[src/rtl/track_seq.sv]
module track_seq #(
  parameter int TW = 4,
  parameter int OW = 3,
  parameter int IW = 16,
  parameter int BOOT_TRK = 0,
  parameter int TRAP_VEC = 7'h70,
  parameter int IRQ_VEC = 7'h78
) (
  input  logic          clk,
  input  logic          rst_n,
  output logic [TW+OW-1:0] imem_addr,
  input  logic [IW-1:0] imem_data,
  output logic [TW-1:0] hdr_track,
  input  logic [TW-1:0] hdr_link,
  input  logic          cc,
  input  logic          trap_req,
  input  logic          irq_req,
  output logic          out_valid,
  input  logic          out_ready,
  output logic [IW-1:0] out_instr,
  output logic [TW+OW-1:0] out_addr
);
  localparam int AW = TW + OW;
  localparam int JB = IW - 1;
  localparam int SB = IW - 2;
  localparam int CB = IW - 3;
  localparam int PB = IW - 4;
  localparam int RB = IW - 5;
  localparam logic [OW-1:0] LAST = {OW{1'b1}};

  logic [AW-1:0] pc, jtar, succ, tgt;
  logic is_jump, taken, fire, irq_take;

  assign imem_addr = pc;
  assign hdr_track = pc[AW-1:OW];
  assign succ      = (pc[OW-1:0] == LAST) ? {hdr_link, {OW{1'b0}}} : pc + AW'(1);
  assign is_jump   = imem_data[JB];
  assign taken     = !imem_data[CB] || (cc == imem_data[PB]);
  assign tgt       = imem_data[RB] ? jtar : imem_data[AW-1:0];
  assign out_valid = !trap_req && !is_jump;
  assign out_instr = imem_data;
  assign out_addr  = pc;
  assign fire      = out_valid && out_ready;
  assign irq_take  = fire && irq_req;

  always_ff @(posedge clk) begin
    if (!rst_n) begin
      pc   <= {TW'(BOOT_TRK), {OW{1'b0}}};
      jtar <= '0;
    end else if (trap_req) begin
      jtar <= pc;
      pc   <= AW'(TRAP_VEC);
    end else if (irq_take) begin
      jtar <= succ;
      pc   <= AW'(IRQ_VEC);
    end else if (fire) begin
      pc <= succ;
    end else if (is_jump) begin
      if (taken) begin
        pc <= tgt;
        if (imem_data[SB]) jtar <= succ;
      end else begin
        pc <= succ;
      end
    end
  end

  assert_step_R2: assert property (@(posedge clk) disable iff (!rst_n)
    fire && !irq_req && pc[OW-1:0] != LAST |=> out_addr == $past(out_addr) + AW'(1));

  assert_wrap_R3: assert property (@(posedge clk) disable iff (!rst_n)
    fire && !irq_req && pc[OW-1:0] == LAST |=>
      out_addr[OW-1:0] == '0 && out_addr[AW-1:OW] == $past(hdr_link));

  assert_trap_vec_R7: assert property (@(posedge clk) disable iff (!rst_n)
    trap_req |=> out_addr == AW'(TRAP_VEC));

  assert_trap_link_R7: assert property (@(posedge clk) disable iff (!rst_n)
    trap_req |=> jtar == $past(out_addr));

  assert_irq_vec_R8: assert property (@(posedge clk) disable iff (!rst_n)
    out_valid && out_ready && irq_req |=> out_addr == AW'(IRQ_VEC));

  assert_hold_R9: assert property (@(posedge clk) disable iff (!rst_n)
    out_valid && !out_ready |=> trap_req || (out_valid && $stable(out_addr)));
endmodule

[config.mk]
export PLATFORM = sky130hd
export DESIGN_NAME = track_seq
export DESIGN_NICKNAME = d
export VERILOG_FILES = /design/src/rtl/track_seq.sv
export SDC_FILE = /design/constraint.sdc
export NUM_CORES = 1
export LEC_CHECK = 0
export BUFFER_PORTS_ARGS = -buffer_cell sky130_fd_sc_hd__clkbuf_2
export CAP_MARGIN = 20
export CORE_MARGIN = 1.5
export CORE_UTILIZATION = 25
export CTS_CLUSTER_SIZE = 14
export DETAILED_ROUTE_END_ITERATION = 8
export GPL_ROUTABILITY_DRIVEN = 0
export HOLD_SLACK_MARGIN = 0.1
export SLEW_MARGIN = 20
export SYNTH_ARGS = -nofsm -noshare
export SYNTH_HDL_FRONTEND = slang
export SYNTH_SLANG_ARGS = --single-unit
[constraint.sdc]
create_clock -name clk -period 1.7 [get_ports clk]
set_input_delay 0.51 -clock clk [delete_from_list [all_inputs] [get_ports clk]]
set_output_delay 0.51 -clock clk [all_outputs]
set_load 0.01 [all_outputs]
==> results of run 1 <==
==> power breakdown <==
part / internal [mW] / switching [mW] / leakage (nW)
registers: 0.355 / 0.0275 / 0.116
clock network: 0.205 / 0.119 / 0.0288
logic: 0.153 / 0.171 / 0.600
total: 0.713 / 0.317 / 0.745
==> cells in the final DEF (no fill, tap or decap), types with 5 or more instances in the layout <==
master                     count
sky130_fd_sc_hd__buf_4        22
sky130_fd_sc_hd__nand3_1       6
sky130_fd_sc_hd__a21oi_1       9
sky130_fd_sc_hd__mux2i_1       7
sky130_fd_sc_hd__o21ai_0      12
sky130_fd_sc_hd__dfxtp_1      13
sky130_fd_sc_hd__mux2_2        5
sky130_fd_sc_hd__clkbuf_2     52
sky130_fd_sc_hd__nor2_1        7
sky130_fd_sc_hd__nand2_1      10
==> final cells by class <==
class | count | share of cell area
Multi-Input combinational cell | 104 | 0.463
Timing Repair Buffer | 74 | 0.264
Sequential cell | 14 | 0.175
Tap cell | 67 | 0.0521
Clock buffer | 4 | 0.0342
Inverter | 5 | 0.0117
==> routing by layer <==
layer,GRT usage,vias to the layer above
met4,0.0444,0
met3,0.0136,4
met2,0.184,60
met5,0,-
met1,0.185,565
li1,-,637
==> kinds of logic after synthesis <==
logic type | count (synthesis) | share of synthesized area
adder cells (fa/ha/maj) | 2 | 0.0196
AO/OA/AOI/OAI | 46 | 0.262
buffers and inverters | 40 | 0.205
flip-flops | 14 | 0.220
multiplexers | 12 | 0.0990
AND/OR/NAND/NOR | 41 | 0.169
XOR/XNOR | 3 | 0.0265
==> state kept, by name, indices dropped and copies added (netlist names) <==
register / flops
imem_addr: 7
jtar: 7
==> repair_timing <==
action                     4_1_cts  5_1_grt
setup endpoints to repair        0        5
resized for setup                0        3
hold buffers                     0        0
==> metrics by stage <==
stage                     TNS (ns)  cells  setup slack, ns  cell area [um^2]  power (mW)
after floorplan                  0    158           0.0228              1280       0.616
after CTS                        0    268           0.0348              1600        1.04
after global routing             0    268           0.0203              1610        1.09
after global placement     -0.0533    264          -0.0401              1550       0.710
final                            0    268            0.122              1610        1.03
after detailed placement   -0.0916    264          -0.0520              1550       0.711
==> tightest hold or removal path, stage by stage (launching register included) <==
cell and delay (ns):
sky130_fd_sc_hd__dfxtp_1 0.32, sky130_fd_sc_hd__o41ai_1 0.07, sky130_fd_sc_hd__a21oi_1 0.10
==> worst max-delay path by stage <==
stage                  startpoint      endpoint  slack, ns
floorplan            imem_addr[1]       jtar[4]       0.02
global placement    imem_data[12]       jtar[1]      -0.04
detailed placement  imem_data[12]       jtar[1]      -0.05
CTS                  imem_addr[0]  imem_addr[5]       0.03
global route         imem_addr[1]       jtar[5]       0.02
finish               imem_addr[1]       jtar[3]       0.12
==> flow_summary.rst, run 1 <==
.. list-table::
   :header-rows: 1

   * - Metric
     - Value
   * - Total Die Area
     - 5540 um^2
   * - Delay contributed by the slowest stage of the critical path
     - 0.33 ns
   * - Final max-slew violation count
     - 0
   * - Endpoints failing setup
     - 0
   * - Minimum clock period after layout
     - 1.58 ns
   * - Async set-reset flop share out of synthesis
     - 0
   * - Post-CTS Repair Setup Buffers
     - 0
   * - Post-synthesis cell type count
     - 40
   * - Most common cell in the synthesized netlist
     - sky130_fd_sc_hd__buf_4
   * - Number of antenna violations at the first check in global routing
     - 0
   * - Residual overflow from global routing
     - 0
   * - Worst hold margin
     - 0.536 ns
   * - Slowest cell on crit path
     - sky130_fd_sc_hd__dfxtp_1
   * - Maximum root-to-sink buffer count
     - 2
   * - Effective utilization at floorplan
     - 0.265
   * - Power per cell area
     - 640 nW/um^2
   * - Critical setup path kind
     - flop to flop
   * - 1st-iter DRT viols
     - 84
   * - Worst path cell trace
     - ha_2, ha_2, nor2b_1, o21ba_2, o22ai_1, a21oi_1
   * - Filler Cell Count
     - 524
   * - Highest routing layer actually used
     - met4
   * - Data arrival time of the worst path
     - 1.70 ns
   * - Per-instance average area after synthesis
     - 8.08 um^2
   * - Buffer and inverter count on the worst path
     - 0
   * - Number of gates on the worst path with buffers counted
     - 6
   * - Wire length reported by the detailed router
     - 3.40 mm
   * - Number of flops mapped to enable cells by yosys
     - 0
   * - Number of cells produced by synthesis
     - 158
   * - FMAX
     - 634 MHz
   * - Overall die width
     - 74.5 um
   * - Sum of routed wire segments on met1
     - 1.66 mm
   * - Synthesis-stage register bit count
     - 14
   * - Share of the synthesized area in the top cell type
     - 0.220
   * - Wire length of the first global-routing pass
     - 5.23 mm
   * - Clock tree from TritonCTS
     - built
   * - Register cell area after layout
     - 282 um^2
   * - Total core area
     - 4820 um^2
   * - Master cell of the clock root buffer
     - sky130_fd_sc_hd__clkbuf_8
   * - Launching point of the worst reg2reg path
     - imem_addr[1]
   * - Total length of routed met2 wires
     - 1.45 mm
   * - Pin count of the biggest net entering global routing
     - 12
   * - Die height
     - 74.5 um
   * - Top-Level Pins
     - 61
   * - Worst slew margin
     - 0.708
   * - Internal reg-to-reg setup slack
     - 0.12 ns
   * - Fraction of the cycle the final worst path needs
     - 0.928
   * - HP Start
     - jtar[3]
   * - H-tree Lvls
     - 1
   * - Number of buffers added by the clock tree synthesis step
     - 3
   * - Max capacitance violation total
     - 0
   * - Hold Crit Class
     - flop to flop
   * - Vias/cell
     - 4.72
   * - Leakage power summed over all cells
     - 0.745 nW
   * - Total global routing track utilization
     - 0.124
   * - Number of synthesis warnings
     - 0
   * - Via count of the first global-routing pass
     - 1110
   * - Cell area after technology mapping
     - 1280 um^2
   * - Worst-margin pin slew
     - 0.433 ns
   * - Worst-Skew Late Latency
     - 0.24 ns
   * - Detailed route wirelength on metal3
     - 241 um
   * - Worst-path clk slew
     - 0.06 ns
   * - Length of the first detailed-routing pass in iterations
     - 4
   * - Worst Setup End Kind
     - flop
   * - Most used cell along the critical path
     - sky130_fd_sc_hd__ha_2
   * - Commonest cells in the synthesized netlist
     - 27 x sky130_fd_sc_hd__buf_4, 14 x sky130_fd_sc_hd__dfxtp_1, 13 x sky130_fd_sc_hd__o21ai_0
   * - Area of the multi-input gates
     - 746 um^2
   * - Terminus of the critical flop-to-flop path
     - jtar[3]
   * - Cell family contributing the most delay on the critical path
     - adder cells
   * - Net count of the finished layout
     - 230
   * - Depth of the worst register-to-register path
     - 6
   * - CP startpoint kind
     - flop
   * - Via count
     - 1266
   * - Number of rows in the core area
     - 25
   * - Dominant register cell in the synthesized netlist
     - sky130_fd_sc_hd__dfxtp_1
   * - Setup repair after global routing missed its margin
     - false
   * - Layout area overhead
     - 26.2%
   * - Cell depth of the worst min-delay path
     - 2
   * - Largest fanout of any net on the critical path
     - 10
   * - Post-synthesis cell type with the largest combined area
     - sky130_fd_sc_hd__dfxtp_1
   * - Total clock sinks
     - 14
   * - Residual antenna-violating net count after detailed routing
     - 0
   * - Detail Placement HPWL
     - 2.74 mm
   * - Core occupancy in the finished layout
     - 0.334
   * - Number of DRC violations after detailed routing
     - 0
   * - Cells taking the most area after synthesis
     - sky130_fd_sc_hd__dfxtp_1 22%, sky130_fd_sc_hd__buf_4 16%, sky130_fd_sc_hd__mux2i_1 5.5%
   * - Layout Skew
     - 0.00129 ns
   * - Antenna Diode Count
     - 0
   * - Result of the run
     - complete, no violations
   * - Buffers on Ports
     - 52
   * - Fraction of the yosys area taken by sequential cells
     - 0.220
   * - CP required
     - 1.82 ns
   * - DR WL/cell
     - 12.7 um
   * - Synthesized netlist net count
     - 186
   * - VDD IR max
     - 0.000321 V
   * - Layout cell share with drive strength beyond 1
     - 0.473
   * - Fin. Hold Viols
     - 0
   * - Hold Crit Endpoint
     - jtar[3]
Note: power is estimated with default switching activity, not from simulation.
==> run 2, diff against run 1 <==
Settings changed: CORE_UTILIZATION 25 to 35, PLACE_DENSITY from default to 0.66.
==> run 2 against run 1 <==
Global-route usage is 3.4 points higher. Clock-buffer cell count unchanged. Cell area is 3.5% lower. Hold slack got worse by 0.066 ns. First-iteration DRC count decreased by 26%. Sequential share of layout area up 0.63 points. Critical path depth shrank 5. Core utilization increased by 12 points. Critical path type is now flop to primary output. Critical endpoint is now imem_addr[3].
==> flow_summary.rst, run 2 (synthesis results as in run 1) <==
.. list-table::
   :header-rows: 1

   * - Metric
     - Value
   * - Minimum clock period after layout
     - 1.55 ns (was 1.58 ns)
   * - Buffer and inverter count on the worst path
     - 1 (was 0)
   * - Launching point of the worst reg2reg path
     - imem_addr[1] (unchanged)
   * - Master cell of the clock root buffer
     - sky130_fd_sc_hd__clkbuf_4 (was sky130_fd_sc_hd__clkbuf_8)
   * - DR WL/cell
     - 12.7 um (about the same)
   * - Power per cell area
     - 612 nW/um^2 (was 640 nW/um^2)
   * - Layout cell share with drive strength beyond 1
     - 0.462 (was 0.473)
   * - Most congested layer reported by global routing
     - met2 (was met1)
   * - Cell depth of the worst min-delay path
     - 3 (was 2)
   * - Maximum root-to-sink buffer count
     - 2 (unchanged)
   * - Total Die Area
     - 4020 um^2 (was 5540 um^2)
   * - Critical setup path kind
     - flop to primary output (was flop to flop)
   * - Residual antenna-violating net count after detailed routing
     - 0 (unchanged)
   * - Wire length reported by the detailed router
     - 3.11 mm (was 3.40 mm)
   * - CP startpoint kind
     - flop (unchanged)
   * - Layout area overhead
     - 21.8% (was 26.2%)
   * - Layout Skew
     - 0.00236 ns (was 0.00129 ns)
   * - Fin. Hold Viols
     - 0 (unchanged)
   * - Worst-Skew Late Latency
     - 0.29 ns (was 0.24 ns)
   * - Buffers on Ports
     - 52 (unchanged)
   * - Worst-path clk slew
     - 0.10 ns (was 0.06 ns)
   * - Clock tree from TritonCTS
     - built (unchanged)
   * - Via count
     - 1245 (was 1266)
   * - Number of DRC violations after detailed routing
     - 0 (unchanged)
   * - Pin count of the biggest net entering global routing
     - 12 (unchanged)
   * - Hold Crit Endpoint
     - jtar[3] (unchanged)
   * - Delay contributed by the slowest stage of the critical path
     - 0.55 ns (was 0.33 ns)
   * - Antenna Diode Count
     - 0 (unchanged)
   * - Top-Level Pins
     - 61 (unchanged)
   * - HP Start
     - rst_n (was jtar[3])
   * - Residual overflow from global routing
     - 0 (unchanged)
   * - Number of rows in the core area
     - 21 (was 25)
   * - Worst Setup End Kind
     - primary output (was flop)
   * - Worst path cell trace
     - clkbuf_2 (was ha_2, ha_2, nor2b_1, o21ba_2, o22ai_1, a21oi_1)
   * - Met3 routing resource usage after global routing
     - 0.0375 (was 0.0136)
   * - Timing startpoint of the critical path
     - imem_addr[3] (was imem_addr[1])
   * - Largest fanout of any net on the critical path
     - 11 (was 10)
   * - Total global routing track utilization
     - 0.158 (was 0.124)
   * - Fraction of met1 tracks used by global routing
     - 0.204 (was 0.185)
   * - Number of antenna violations at the first check in global routing
     - 0 (unchanged)
   * - Die height
     - 63.4 um (was 74.5 um)
   * - Overall die width
     - 63.4 um (was 74.5 um)
   * - Total clock sinks
     - 14 (unchanged)
   * - 1st-iter DRT viols
     - 62 (was 84)
   * - Total core area
     - 3420 um^2 (was 4820 um^2)
   * - Wire length of the first global-routing pass
     - 5.08 mm (was 5.23 mm)
   * - Via count of the first global-routing pass
     - 1137 (was 1110)
   * - VDD IR max
     - 0.000287 V (was 0.000321 V)
   * - Final Non-Filler Cells
     - 245 (was 268)
   * - Final max-slew violation count
     - 0 (unchanged)
   * - Setup repair after global routing missed its margin
     - false (unchanged)
   * - Most common library cell in the layout ignoring fill and taps
     - sky130_fd_sc_hd__clkbuf_2 (unchanged)
   * - Effective utilization at floorplan
     - 0.374 (was 0.265)
   * - Commonest non-fill, non-tap cells in the layout
     - 52 x sky130_fd_sc_hd__clkbuf_2, 20 x sky130_fd_sc_hd__buf_4, 13 x sky130_fd_sc_hd__dfxtp_1 (was 52 x sky130_fd_sc_hd__clkbuf_2, 22 x sky130_fd_sc_hd__buf_4, 13 x sky130_fd_sc_hd__dfxtp_1)
   * - Terminus of the critical flop-to-flop path
     - jtar[3] (unchanged)
   * - Max capacitance violation total
     - 0 (unchanged)
   * - Total Power
     - 0.951 mW (was 1.03 mW)
   * - Post-CTS Repair Setup Buffers
     - 0 (unchanged)
   * - H-tree Lvls
     - 1 (unchanged)
   * - Depth of the worst register-to-register path
     - 6 (unchanged)
   * - Result of the run
     - complete, no violations (unchanged)
   * - CP required
     - 1.19 ns (was 1.82 ns)
   * - Placed cell count
     - 241 (was 264)
   * - Endpoints failing setup
     - 0 (unchanged)
   * - Leakage power summed over all cells
     - 0.724 nW (was 0.745 nW)
   * - Slowest cell on crit path
     - sky130_fd_sc_hd__dfxtp_1 (unchanged)
   * - Filler Cell Count
     - 365 (was 524)
   * - Internal reg-to-reg setup slack
     - 0.18 ns (was 0.12 ns)
   * - Fin Setup TNS
     - 0 ns (unchanged)
   * - Cell family contributing the most delay on the critical path
     - flip-flops (was adder cells)
   * - Vias/cell
     - 5.08 (was 4.72)
   * - Area of the multi-input gates
     - 749 um^2 (was 746 um^2)
   * - Fraction of the cycle the final worst path needs
     - 0.913 (was 0.928)
   * - Detail Placement HPWL
     - 2.56 mm (was 2.74 mm)
   * - Worst-margin pin slew
     - 0.354 ns (was 0.433 ns)
   * - Global Route met2 Usage
     - 0.267 (was 0.184)
   * - Length of the first detailed-routing pass in iterations
     - 4 (unchanged)
   * - Worst slew margin
     - 0.761 (was 0.708)
   * - Data arrival time of the worst path
     - 1.04 ns (was 1.70 ns)
   * - FMAX
     - 644 MHz (was 634 MHz)
   * - Number of buffers added by the clock tree synthesis step
     - 3 (unchanged)
   * - Register cell area after layout
     - 282 um^2 (unchanged)
   * - Hold Crit Class
     - input port to flop (was flop to flop)
   * - Net count of the finished layout
     - 228 (was 230)
run 2: cell count changes in the layout (fill, tap and decap cells not counted), sizes merged:
cell,delta
buf,-2
run 2: timing repair:
action / in CTS / in global routing
hold buffers: 0 / 0
setup endpoints to repair: 1 / 2
resized for setup: 1 / 2
run 2: where the power goes:
| group | internal [mW] | switching, mW |
|---|---|---|
| sequential | 0.354 | 0.0283 |
| combinational | 0.148 | 0.164 |
| clock | 0.131 | 0.126 |
run 2: per-layer routing:
layer	vias up	share of wire	routed length (um)
met1	555	0.46	1440
li1	633	-	-
met2	53	0.46	1420
met4	0	0.0080	25
met3	4	0.073	227
met5	-	0	0
run 2: through the flow:
stage | hold WS [ns] | worst slack (ns) | instance area, um^2 | util
after floorplan | 0.497 | 0.0228 | 1280 | -
after global placement | 0.507 | -0.0544 | 1510 | 0.441
after detailed placement | 0.520 | -0.0861 | 1510 | 0.441
after CTS | 0.468 | 0.0775 | 1540 | 0.452
after global routing | 0.474 | 0.00362 | 1550 | 0.455
final | 0.469 | 0.148 | 1550 | 0.455
run 2: layout make-up:
cell class	instances	area share
Timing Repair Buffer	72	0.264
Tap cell	46	0.0370
Clock buffer	4	0.0233
Multi-Input combinational cell	104	0.482
Sequential cell	14	0.181
Inverter	5	0.0121
run 2: worst max-delay path by stage:
stage / end / slack, ns / cells past startpoint
2_1_floorplan: jtar[4] / 0.02 / 7
3_3_place_gp: jtar[1] / -0.05 / 5
3_5_place_dp: jtar[1] / -0.09 / 5
4_1_cts: jtar[3] / 0.08 / 6
5_1_grt: imem_addr[5] / 0.004 / 6
6_report: imem_addr[3] / 0.15 / 1
==> run 3, diff against run 2 <==
Settings changed: BUFFER_PORTS_ARGS -buffer_cell sky130_fd_sc_hd__clkbuf_2 to default, DONT_BUFFER_PORTS from default to 1, PLACE_DENSITY 0.66 to default.
==> run 3 against run 2 <==
Cell area shrank 21%. Clock-buffer cell count decreased by 1. Via count down 14%. Core utilization decreased by 9.4 points. Non-clock buffer count shrank 57. Cell count is 24% lower. Clock power decreased by 24%. Routed wire length shrank 0.77%. Hold slack got worse by 0.14 ns. Critical path type unchanged. Largest cell class unchanged. Largest power group unchanged.
==> flow_summary.rst, run 3 (synthesis results as in run 1) <==
.. list-table::
   :header-rows: 1

   * - Metric
     - Value
   * - 1st-iter DRT viols
     - 66 (was 62)
   * - Commonest non-fill, non-tap cells in the layout
     - 15 x sky130_fd_sc_hd__buf_4, 13 x sky130_fd_sc_hd__dfxtp_1, 12 x sky130_fd_sc_hd__o21ai_0 (was 52 x sky130_fd_sc_hd__clkbuf_2, 20 x sky130_fd_sc_hd__buf_4, 13 x sky130_fd_sc_hd__dfxtp_1)
   * - Overall die width
     - 63.4 um (unchanged)
   * - Worst-Skew Late Latency
     - 0.28 ns (was 0.29 ns)
   * - Total core area
     - 3420 um^2 (unchanged)
   * - Share of power burned in the clock network
     - 0.247 (was 0.269)
   * - Worst slew margin
     - 0.653 (was 0.761)
   * - Wire length reported by the detailed router
     - 3.08 mm (was 3.11 mm)
   * - CP startpoint kind
     - flop (unchanged)
   * - Vias/cell
     - 5.71 (was 5.08)
   * - Logic gate share of total power
     - 0.274 (was 0.328)
   * - Delay contributed by the slowest stage of the critical path
     - 0.52 ns (was 0.55 ns)
   * - Length of the first detailed-routing pass in iterations
     - 4 (unchanged)
   * - Via count of the first global-routing pass
     - 1101 (was 1137)
   * - Layout Skew
     - 0.00808 ns (was 0.00236 ns)
   * - Worst path cell trace
     - buf_4 (was clkbuf_2)
   * - VDD IR max
     - 0.000277 V (was 0.000287 V)
   * - Largest fanout of any net on the critical path
     - 9 (was 11)
   * - Design internal power
     - 0.535 mW (was 0.633 mW)
   * - Minimum clock period after layout
     - 1.54 ns (was 1.55 ns)
   * - Detail Placement HPWL
     - 2.50 mm (was 2.56 mm)
   * - Worst hold margin
     - 0.334 ns (was 0.469 ns)
   * - Endpoints failing setup
     - 0 (unchanged)
   * - CTS Hold Buffers Added
     - 0 (unchanged)
   * - Critical setup path kind
     - flop to primary output (unchanged)
   * - Data arrival time of the worst path
     - 1.03 ns (was 1.04 ns)
   * - Launching point of the worst reg2reg path
     - imem_addr[1] (unchanged)
   * - Power dissipated by switching net loads
     - 0.254 mW (was 0.318 mW)
   * - H-tree Lvls
     - 1 (unchanged)
   * - Clock tree from TritonCTS
     - built (unchanged)
   * - Final max-slew violation count
     - 0 (unchanged)
   * - Buffer and inverter count on the worst path
     - 1 (unchanged)
   * - Worst-path clk slew
     - 0.09 ns (was 0.10 ns)
   * - Wire length of the first global-routing pass
     - 5.09 mm (was 5.08 mm)
   * - Detailed route wirelength on metal3
     - 308 um (was 227 um)
   * - Total length of routed met2 wires
     - 1.47 mm (was 1.42 mm)
   * - Post-layout worst setup margin
     - 0.164 ns (was 0.148 ns)
   * - Cell family contributing the most delay on the critical path
     - flip-flops (unchanged)
   * - Layout area overhead
     - -3.43% (was 21.8%)
   * - Total Die Area
     - 4020 um^2 (unchanged)
   * - Worst-margin pin slew
     - 0.515 ns (was 0.354 ns)
   * - Placed cell count
     - 184 (was 241)
   * - Net count of the finished layout
     - 171 (was 228)
   * - Fin. Hold Viols
     - 0 (unchanged)
   * - Final instance area
     - 1230 um^2 (was 1550 um^2)
   * - Leakage power summed over all cells
     - 0.472 nW (was 0.724 nW)
   * - Top-Level Pins
     - 61 (unchanged)
   * - Setup repair after global routing missed its margin
     - false (unchanged)
   * - Fraction of the cycle the final worst path needs
     - 0.904 (was 0.913)
   * - Effective utilization at floorplan
     - 0.374 (unchanged)
   * - DR WL/cell
     - 16.5 um (was 12.7 um)
   * - Most common library cell in the layout ignoring fill and taps
     - sky130_fd_sc_hd__buf_4 (was sky130_fd_sc_hd__clkbuf_2)
   * - Hold Crit Class
     - input port to flop (unchanged)
   * - Number of DRC violations after detailed routing
     - 0 (unchanged)
   * - Master cell of the clock root buffer
     - sky130_fd_sc_hd__clkbuf_4 (unchanged)
   * - Pin count of the biggest net entering global routing
     - 23 (was 12)
   * - Number of antenna violations at the first check in global routing
     - 0 (unchanged)
   * - FMAX
     - 651 MHz (was 644 MHz)
   * - Switching fraction of total power
     - 0.322 (was 0.334)
   * - Worst Setup End Kind
     - primary output (unchanged)
   * - Number of buffers added by the clock tree synthesis step
     - 3 (unchanged)
   * - Total clock sinks
     - 14 (unchanged)
   * - Fin Setup TNS
     - 0 ns (unchanged)
   * - Residual antenna-violating net count after detailed routing
     - 0 (unchanged)
   * - Total global routing track utilization
     - 0.159 (was 0.158)
   * - Antenna Diode Count
     - 0 (unchanged)
   * - Maximum root-to-sink buffer count
     - 2 (unchanged)
   * - Max capacitance violation total
     - 0 (unchanged)
   * - Die height
     - 63.4 um (unchanged)
   * - Buffers on Ports
     - 0 (was 52)
   * - CP required
     - 1.19 ns (about the same)
   * - Highest routing layer actually used
     - met4 (unchanged)
   * - Sum of routed wire segments on met1
     - 1.28 mm (was 1.44 mm)
   * - Power per cell area
     - 640 nW/um^2 (was 612 nW/um^2)
   * - HP Start
     - rst_n (unchanged)
   * - Post-detailed-placement cell area
     - 1210 um^2 (was 1510 um^2)
   * - Number of rows in the core area
     - 21 (unchanged)
   * - Via count
     - 1067 (was 1245)
   * - Final Non-Filler Cells
     - 187 (was 245)
   * - Sequential share of power
     - 0.479 (was 0.402)
   * - Dpl ws
     - 0.0585 ns (was -0.0861 ns)
   * - Layout cell share with drive strength beyond 1
     - 0.241 (was 0.462)
   * - Timing startpoint of the critical path
     - imem_addr[3] (unchanged)
   * - Result of the run
     - complete, no violations (unchanged)
   * - Residual overflow from global routing
     - 0 (unchanged)
   * - Slowest cell on crit path
     - sky130_fd_sc_hd__dfxtp_1 (unchanged)
-- run 3: changes by cell type in the layout (fill, tap and decap cells not counted), sizes merged --
cell | previous run | this run
clkbuf | 56 | 3
buf | 20 | 15
-- run 3: per-stage QoR --
stage / util / power, mW
after floorplan: - / 0.616
after global placement: 0.353 / 0.597
after detailed placement: 0.353 / 0.603
after CTS: 0.360 / 0.796
after global routing: 0.361 / 0.832
final: 0.361 / 0.788
-- run 3: metal layers --
metal	track usage	vias to the layer above
li1	-	514
met1	0.203	496
met2	0.258	53
met3	0.0571	4
met4	0.0272	0
met5	0	-
-- run 3: path summary, 6_finish.rpt --
kind	endpoint	slack [ns]	cells after the start
max	hdr_track[0]	0.16	1
min	jtar[3]	0.33	2
max reg2reg	imem_addr[3]	0.17	6
min reg2reg	jtar[3]	0.55	2
-- run 3: final cells by class --
class	instances	area, um^2
Multi-Input combinational cell	104	739
Clock buffer	3	22.5
Inverter	5	18.8
Fill cell	369	2180
Timing Repair Buffer	15	113
Tap cell	46	57.6
Sequential cell	14	282
-- run 3: power by group through the flow --
stage          clock network, mW  registers, mW  logic, mW
2_1_floorplan                  0          0.391      0.225
3_3_place_gp                   0          0.384      0.213
3_5_place_dp                   0          0.386      0.217
4_1_cts                    0.200          0.378      0.218
5_1_grt                    0.211          0.382      0.239
6_report                   0.195          0.378      0.216
-- run 3: what timing repair did --
| action | 4_1_cts | 5_1_grt |
|---|---|---|
| setup endpoints to repair | 0 | 5 |
| buffers inserted | 0 | 0 |
| gates resized for setup | 0 | 2 |
